--- config.mk ---
export PLATFORM = sky130hd
export DESIGN_NAME = lpx_xlate_top
export DESIGN_NICKNAME = d
export VERILOG_FILES = /design/src/rtl/lpx_pkg.sv /design/src/rtl/lpx_regfile.sv /design/src/rtl/lpx_win_match.sv /design/src/rtl/lpx_remap.sv /design/src/rtl/lpx_xlate_top.sv
export SDC_FILE = /design/constraint.sdc
export NUM_CORES = 1
export LEC_CHECK = 0
export ABC_AREA = 1
export BUFFER_PORTS_ARGS = -buffer_cell sky130_fd_sc_hd__buf_4
export CORE_ASPECT_RATIO = 1.5
export CORE_MARGIN = 2
export CORE_UTILIZATION = 45
export CTS_CLUSTER_DIAMETER = 50
export CTS_CLUSTER_SIZE = 10
export DETAILED_ROUTE_END_ITERATION = 10
export GPL_TIMING_DRIVEN = 1
export PLACE_DENSITY_LB_ADDON = 0.25
export SYNTH_ARGS = -nofsm -noshare
export SYNTH_HDL_FRONTEND = slang
export SYNTH_SLANG_ARGS = --single-unit
--- constraint.sdc ---
create_clock -name clk -period 3.8 [get_ports clk]
set_input_delay 0.76 -clock clk [delete_from_list [all_inputs] [get_ports clk]]
set_output_delay 0.76 -clock clk [all_outputs]
set_load 0.005 [all_outputs]
--- src/rtl/lpx_pkg.sv ---
package lpx_pkg;
  localparam int NREG   = 4;
  localparam int IDX_W  = $clog2(NREG);

  typedef enum logic [IDX_W-1:0] {
    REG_RANGE   = 2'd0,
    REG_MEMBASE = 2'd1,
    REG_IOBASE  = 2'd2,
    REG_REMAP   = 2'd3
  } reg_idx_e;

  // control bit positions inside the remap register
  localparam int CTL_MEM    = 0;
  localparam int CTL_IO     = 1;
  localparam int CTL_LOCK   = 2;
  localparam int CTL_RDMODE = 4;

  // window kinds, one per decode window
  localparam int NWIN   = 2;
  localparam int WIN_MEM = 0;
  localparam int WIN_IO  = 1;
endpackage

--- src/rtl/lpx_regfile.sv ---
module lpx_regfile
  import lpx_pkg::*;
#(
  parameter int ADDR_W   = 32,
  parameter int BASE_LSB = 16
) (
  input  logic              clk,
  input  logic              rst_n,
  input  logic              wr_en,
  input  logic [IDX_W-1:0]  idx,
  input  logic [ADDR_W-1:0] wdata,
  output logic [ADDR_W-1:0] rdata,
  output logic [ADDR_W-1:0] range_q,
  output logic [ADDR_W-1:0] mem_base_q,
  output logic [ADDR_W-1:0] io_base_q,
  output logic [ADDR_W-1:0] remap_q
);
  localparam logic [ADDR_W-1:0] HI_MASK  = ~((ADDR_W'(1) << BASE_LSB) - ADDR_W'(1));
  localparam logic [ADDR_W-1:0] CTL_MASK = (ADDR_W'(1) << CTL_MEM) | (ADDR_W'(1) << CTL_IO)
                                         | (ADDR_W'(1) << CTL_LOCK) | (ADDR_W'(1) << CTL_RDMODE);

  function automatic logic [ADDR_W-1:0] keep_bits(input int r);
    case (r)
      int'(REG_RANGE):   keep_bits = '1;
      int'(REG_MEMBASE): keep_bits = HI_MASK;
      int'(REG_IOBASE):  keep_bits = HI_MASK;
      default:           keep_bits = HI_MASK | CTL_MASK;
    endcase
  endfunction

  logic [ADDR_W-1:0] regs [NREG];

  always_ff @(posedge clk) begin
    if (!rst_n) begin
      for (int r = 0; r < NREG; r++) regs[r] <= '0;
    end else if (wr_en) begin
      for (int r = 0; r < NREG; r++)
        if (idx == IDX_W'(r)) regs[r] <= wdata & keep_bits(r);
    end
  end

  assign rdata      = regs[idx];
  assign range_q    = regs[REG_RANGE];
  assign mem_base_q = regs[REG_MEMBASE];
  assign io_base_q  = regs[REG_IOBASE];
  assign remap_q    = regs[REG_REMAP];
endmodule

--- src/rtl/lpx_win_match.sv ---
module lpx_win_match #(
  parameter int ADDR_W = 32
) (
  input  logic              req_valid,
  input  logic              kind_ok,
  input  logic              enable,
  input  logic [ADDR_W-1:0] addr,
  input  logic [ADDR_W-1:0] base,
  input  logic [ADDR_W-1:0] mask,
  output logic              match
);
  logic same;
  assign same  = ((addr ^ base) & mask) == '0;
  assign match = req_valid & kind_ok & enable & same;
endmodule

--- src/rtl/lpx_remap.sv ---
module lpx_remap #(
  parameter int ADDR_W = 32
) (
  input  logic              hit,
  input  logic [ADDR_W-1:0] addr,
  input  logic [ADDR_W-1:0] mask,
  input  logic [ADDR_W-1:0] remap_addr,
  output logic [ADDR_W-1:0] out_addr
);
  always_comb begin
    if (hit) out_addr = (addr & ~mask) | (remap_addr & mask);
    else     out_addr = addr;
  end
endmodule

--- src/rtl/lpx_xlate_top.sv ---
module lpx_xlate_top
  import lpx_pkg::*;
#(
  parameter int ADDR_W   = 32,
  parameter int BASE_LSB = 16
) (
  input  logic              clk,
  input  logic              rst_n,
  input  logic              cfg_wr_en,
  input  logic [1:0]        cfg_addr,
  input  logic [ADDR_W-1:0] cfg_wdata,
  output logic [ADDR_W-1:0] cfg_rdata,
  input  logic              req_valid,
  input  logic              req_is_io,
  input  logic [ADDR_W-1:0] req_addr,
  output logic              hit,
  output logic [ADDR_W-1:0] pci_addr,
  output logic              pci_lock,
  output logic              pci_rd_mode
);
  localparam logic [ADDR_W-1:0] HI_MASK = ~((ADDR_W'(1) << BASE_LSB) - ADDR_W'(1));

  logic [ADDR_W-1:0] range_q, mem_base_q, io_base_q, remap_q, remap_addr;
  logic [NWIN-1:0]   win_hit;
  logic [ADDR_W-1:0] win_base [NWIN];
  logic [NWIN-1:0]   win_en;
  logic [NWIN-1:0]   win_kind;

  lpx_regfile #(.ADDR_W(ADDR_W), .BASE_LSB(BASE_LSB)) u_regs (
    .clk(clk), .rst_n(rst_n), .wr_en(cfg_wr_en), .idx(cfg_addr),
    .wdata(cfg_wdata), .rdata(cfg_rdata), .range_q(range_q),
    .mem_base_q(mem_base_q), .io_base_q(io_base_q), .remap_q(remap_q)
  );

  assign remap_addr         = remap_q & HI_MASK;
  assign win_base[WIN_MEM]  = mem_base_q;
  assign win_base[WIN_IO]   = io_base_q;
  assign win_en[WIN_MEM]    = remap_q[CTL_MEM];
  assign win_en[WIN_IO]     = remap_q[CTL_IO];
  assign win_kind[WIN_MEM]  = ~req_is_io;
  assign win_kind[WIN_IO]   = req_is_io;

  for (genvar w = 0; w < NWIN; w++) begin : g_win
    lpx_win_match #(.ADDR_W(ADDR_W)) u_match (
      .req_valid(req_valid), .kind_ok(win_kind[w]), .enable(win_en[w]),
      .addr(req_addr), .base(win_base[w]), .mask(range_q), .match(win_hit[w])
    );
  end

  assign hit = |win_hit;

  lpx_remap #(.ADDR_W(ADDR_W)) u_remap (
    .hit(hit), .addr(req_addr), .mask(range_q),
    .remap_addr(remap_addr), .out_addr(pci_addr)
  );

  assign pci_lock    = hit & remap_q[CTL_LOCK];
  assign pci_rd_mode = remap_q[CTL_RDMODE];
endmodule

Word-level counts from Yosys, hierarchy flattened:

Memories as Yosys holds them, arrays and structs flattened.
Cells that the tools add are included.

* register bits after elaboration: 0
* latch bits: 0
* RAM bits: 128
* bits in read-only memories: 0
* input port bits: 71
* output and inout bits: 67
* word-level logic and storage cells: 66
* memories: 1

* add/subtract/negate cells: 0
* multiply operators: 0
* divide/modulo/power cells: 0
* magnitude comparators: 0
* equality and inequality tests: 3
* shift-type cells: 0
* muxes and demuxes: 34
* bitwise gates (word level): 24
* reduce and logical (&&, ||, !) cells: 4

Memories
* u_regs.regs: depth 4, width 32, read ports 5, clocked after memory_dff 0, wr ports 4, RTL line lpx_regfile.sv:31 `logic [ADDR_W-1:0] regs [NREG];`

Operators by type and width (number)
* 32-bit two-way mux: 17
* 32-bit bitwise AND: 8
* 32-bit logical NOT: 2
* 32-bit XOR: 2
* 32-bit inverter: 1
* 32-bit bitwise OR: 1
* 1-bit two-way mux: 17
* 1-bit bitwise AND: 7
* 2-bit == test (second input constant): 2
* 1-bit bitwise OR: 4
* 2-bit by 1-bit == test with 1-bit output (second input constant): 1
* 2-bit logical NOT: 1
* 2-bit OR reduction: 1
* 1-bit inverter: 1

Logic depth before layout (Yosys ltp):

An unclocked memory read counts as a cell.

* depth in word-level cells: 7
* gate-level depth with buffers: 12
* mapped depth without buffers: 11

By module:

From an unflattened synthesis, not the netlist that was laid out.

* cell total of the unflattened synthesis: 1013
* area total of the unflattened synthesis: 6687.7 um^2

By module, submodules not included
* lpx_regfile: instances 1, cells each 464, area an instance 4376.7 um^2, seq. area each 2522.4 um^2
* lpx_win_match: instances 2, cells each 156, area an instance 663.1 um^2, seq. area each 0.0 um^2
* lpx_remap: instances 1, cells each 231, area an instance 959.7 um^2, seq. area each 0.0 um^2
* lpx_xlate_top: instances 1, cells each 6, area an instance 25.0 um^2, seq. area each 0.0 um^2

Least setup slack after synthesis:

No wires, ideal clock.

* path type: input -> register
* start point: input cfg_addr[1]
* end point: memory u_regs.regs[3][0] (enable)
* setup time: 425 ps
* data arrival time: 2453 ps
* required time: 3375 ps
* setup slack: 923 ps
* stages: 3
* path buffers: 1
* cell sequence: clkbuf_2 -> nand2_1 -> o21ai_0

RTL lines
* start: declaration: RTL line lpx_xlate_top.sv:10 `input logic [1:0] cfg_addr,`
* end: declaration: RTL line lpx_regfile.sv:31

Worst setup path in the final report:

* start point: input req_addr[15]
* end point: output pci_addr[19]

* word-level cells in the longest chain between the ends: 6
* elaborated cells between the ends (all ways): 10
* classes of those cells: mux (1); bitwise (6); reduce/logical (3)

RTL lines
* start: declaration: RTL line lpx_xlate_top.sv:15 `input logic [ADDR_W-1:0] req_addr,`
* 32-bit XOR: RTL line lpx_win_match.sv:13 `assign same = ((addr ^ base) & mask) == '0;`
* 32-bit bitwise AND: RTL line lpx_win_match.sv:13
* 32-bit logical NOT: RTL line lpx_win_match.sv:13
* 1-bit bitwise AND: RTL line lpx_win_match.sv:14 `assign match = req_valid & kind_ok & enable & same;`
* 2-bit OR reduction (*): RTL line lpx_xlate_top.sv:50 `assign hit = |win_hit;`
* 32-bit two-way mux (*): RTL line lpx_remap.sv:11 `if (hit) out_addr = (addr & ~mask) | (remap_addr & mask);`
* end: declaration: RTL line lpx_xlate_top.sv:17 `output logic [ADDR_W-1:0] pci_addr,`

Mark *: on every way between the ends. The rest lies on a longest branch, timed or not.

==> out/summary.txt <==
setup slack at placement: 0.6393 ns
Power per Cell Area: 380.2 nW/um^2
Leakage: 3.259 nW
WP buf/inv: 2
count leader, synth: nand2_1
Main synth FF type: edfxtp_1
peak supply drop: 0.0002807 V
Worst setup EP type: primary output
# fillers: 1,037
Fin. Hold Viols: 0
CP Max Fanout: 19
RSZ-0062 raised after global routing: false
Die Height: 134.2 um
Final ANT Viol Nets: 0
Yosys top cell by area: edfxtp_1
vias in the first global route: 5,092
I/O Buffers: 137
CTS tree: built
CTS Root Cell: clkbuf_16
Final min period: 3.162 ns
WL final: 15.62 mm
CORE AREA: 11,060 sq um
post-synthesis adder-cell area fraction: 0
hold_buf cts: 0
CP Class: in -> out
Synth Area in Compound Gates: 0.07255
Clock Path Buffers: 2
Area contributors post-synth: edfxtp_1 (50%), nand2_1 (13%), nor2_1 (9.7%), nand3_1 (6.7%), inv_1 (6.5%)
most frequent CP cell: nand2_1
wire length per cell: 16.49 um
post-CTS sizing: 0
Worst-path clk slew: 0.06 ns
vias per inst: 5.265
number of synthesized register bits: 84
most common library cells after synthesis: nand2_1 (177), nor2_1 (132), inv_1 (88)
Hold Path Class: in -> reg
Diodes inserted: 0
largest net degree at the start of global routing: 33
Initial DRT Pass Iterations: 5
Slowest cell on crit path: nor2_8
fraction of layout cells with a size suffix above 1: 0.2363
arrival time at the worst endpoint: 2.40 ns
I/O Pins: 138
CP max stage delay: 0.39 ns
Area growth syn-to-layout: 29.73%
first-pass GRT wire length: 24.33 mm
Slew @ Worst Pin: 0.7569 ns
power consumption: 2.509 mW
total setup buffers inserted after CTS: 0
cell area after synthesis: 5087 sq um
Syn Nets: 735
Syn. warnings: 0
startpoint types: primary input
initial antenna violation count: 0
post-synthesis mux area share: 0
simple-gate portion of the synthesized area: 0.3337
Setup-failing EPs final: 0
total number of vias: 4,986
drt drc: 0
Final nets: 866
biggest regs: u_regs.regs x84
Slew Viols, Final: 0
Slew HR: 0.4940
total gr overflow: 0
max FFs per register: 84
detailed placer's ending HPWL: 11.62 mm
Iteration-0 DRC Markers: 348
Die Wd: 90.82 um
Critical Path RT: 3.04 ns
Period Utilization, post-route: 0.8321
die area: 12,190 sq um
sequential fraction of the synthesis area: 0.4958
outcome: finished clean
FMAX: 0.3163 GHz
Initial Util: 0.4602
main combinational cell family by area after synthesis: simple AND/OR/NAND/NOR gates
final setup margin: 0.6380 ns
final RePlAce weighted congestion: 0.8491
Syn Inst Count: 664
post-synthesis cell type count: 29
Synth top area share: 0.4958
clock sinks: 84
total track usage: 0.2584
Setup Total Neg Slack: 0 ns
post-synthesis xor/xnor area fraction: 0
Most flops, register: u_regs.regs
htree depth: 3
crit-path cells: buf_4, nand2_1, nand2_1, nor2_1, nand4_2, nor2_8, nand3_4, nand3_1, nand2_1, buf_4
EDFF count, synth: 84
standard-cell rows: 47
Synth async-reset ratio: 0
Num CTS Buffers: 9
number of max-cap violations: 0
CP top delay family: simple AND/OR/NAND/NOR gates
Syn Area/Cell: 7.662 sq um
[where the power goes]
part / internal [mW] / total (mW) / switching (mW)
combinational: 0.194 / 0.438 / 0.244
sequential: 1.09 / 1.15 / 0.0520
clock: 0.575 / 0.925 / 0.350
total: 1.86 / 2.51 / 0.646
[area by class of cell]
type                       instances  area, sq um  area share
timing repair buffer             156         1171      0.1774
clock buffer                      10        229.0     0.03469
sequential                        84         2522      0.3822
multi-input combinational        455         2071      0.3137
tap                              147        183.9     0.02787
clock inverter                     6        88.84     0.01346
inverter                          89        334.1     0.05062
[routing by layer]
metal,wire [um],share of wire,GRT usage,up-vias
met2,8230,0.53,0.4892,265
met1,5506,0.35,0.2646,2269
li1,-,-,-,2400
met5,0,0,0,-
met3,1181,0.076,0.05056,52
met4,699,0.045,0.1389,0
[metrics by stage]
step	hold WS [ns]	instance area (sq um)	instances	util
floorplan	0.9680	5087	664	-
global placement	1.054	6282	931	0.5682
detailed placement	1.062	6282	931	0.5682
CTS	0.7035	6600	947	0.5970
global route	0.7130	6600	947	0.5970
finish	0.7114	6600	947	0.5970
[placed cells by master, fill, tap and decap left out, types with 3 or more instances in the layout]
cell / count
o21ai_1: 3
nand3_1: 68
inv_1: 88
nor2_2: 3
nand3_2: 4
clkbuf_16: 9
edfxtp_1: 84
a22oi_1: 25
a22o_1: 3
nor2_1: 132
nand2_1: 177
buf_4: 156
nand2_2: 4
o21ai_0: 19
[path summary, 6_finish.rpt]
kind	depth (start not counted)	startpoint	slack, ns	endpoint
min	3	cfg_wdata[7]	0.71	u_regs.regs[0][7]
max	10	req_addr[15]	0.64	pci_addr[19]
[cells by family (layout without fill, tap and decap cells)]
logic type,after synthesis,after routing
and+or+nand+nor,399,399
buffers and inverters,125,261
DFF,84,84
AOI/OAI and AO/OA,56,56
Power figures use the tool's default switching activity.
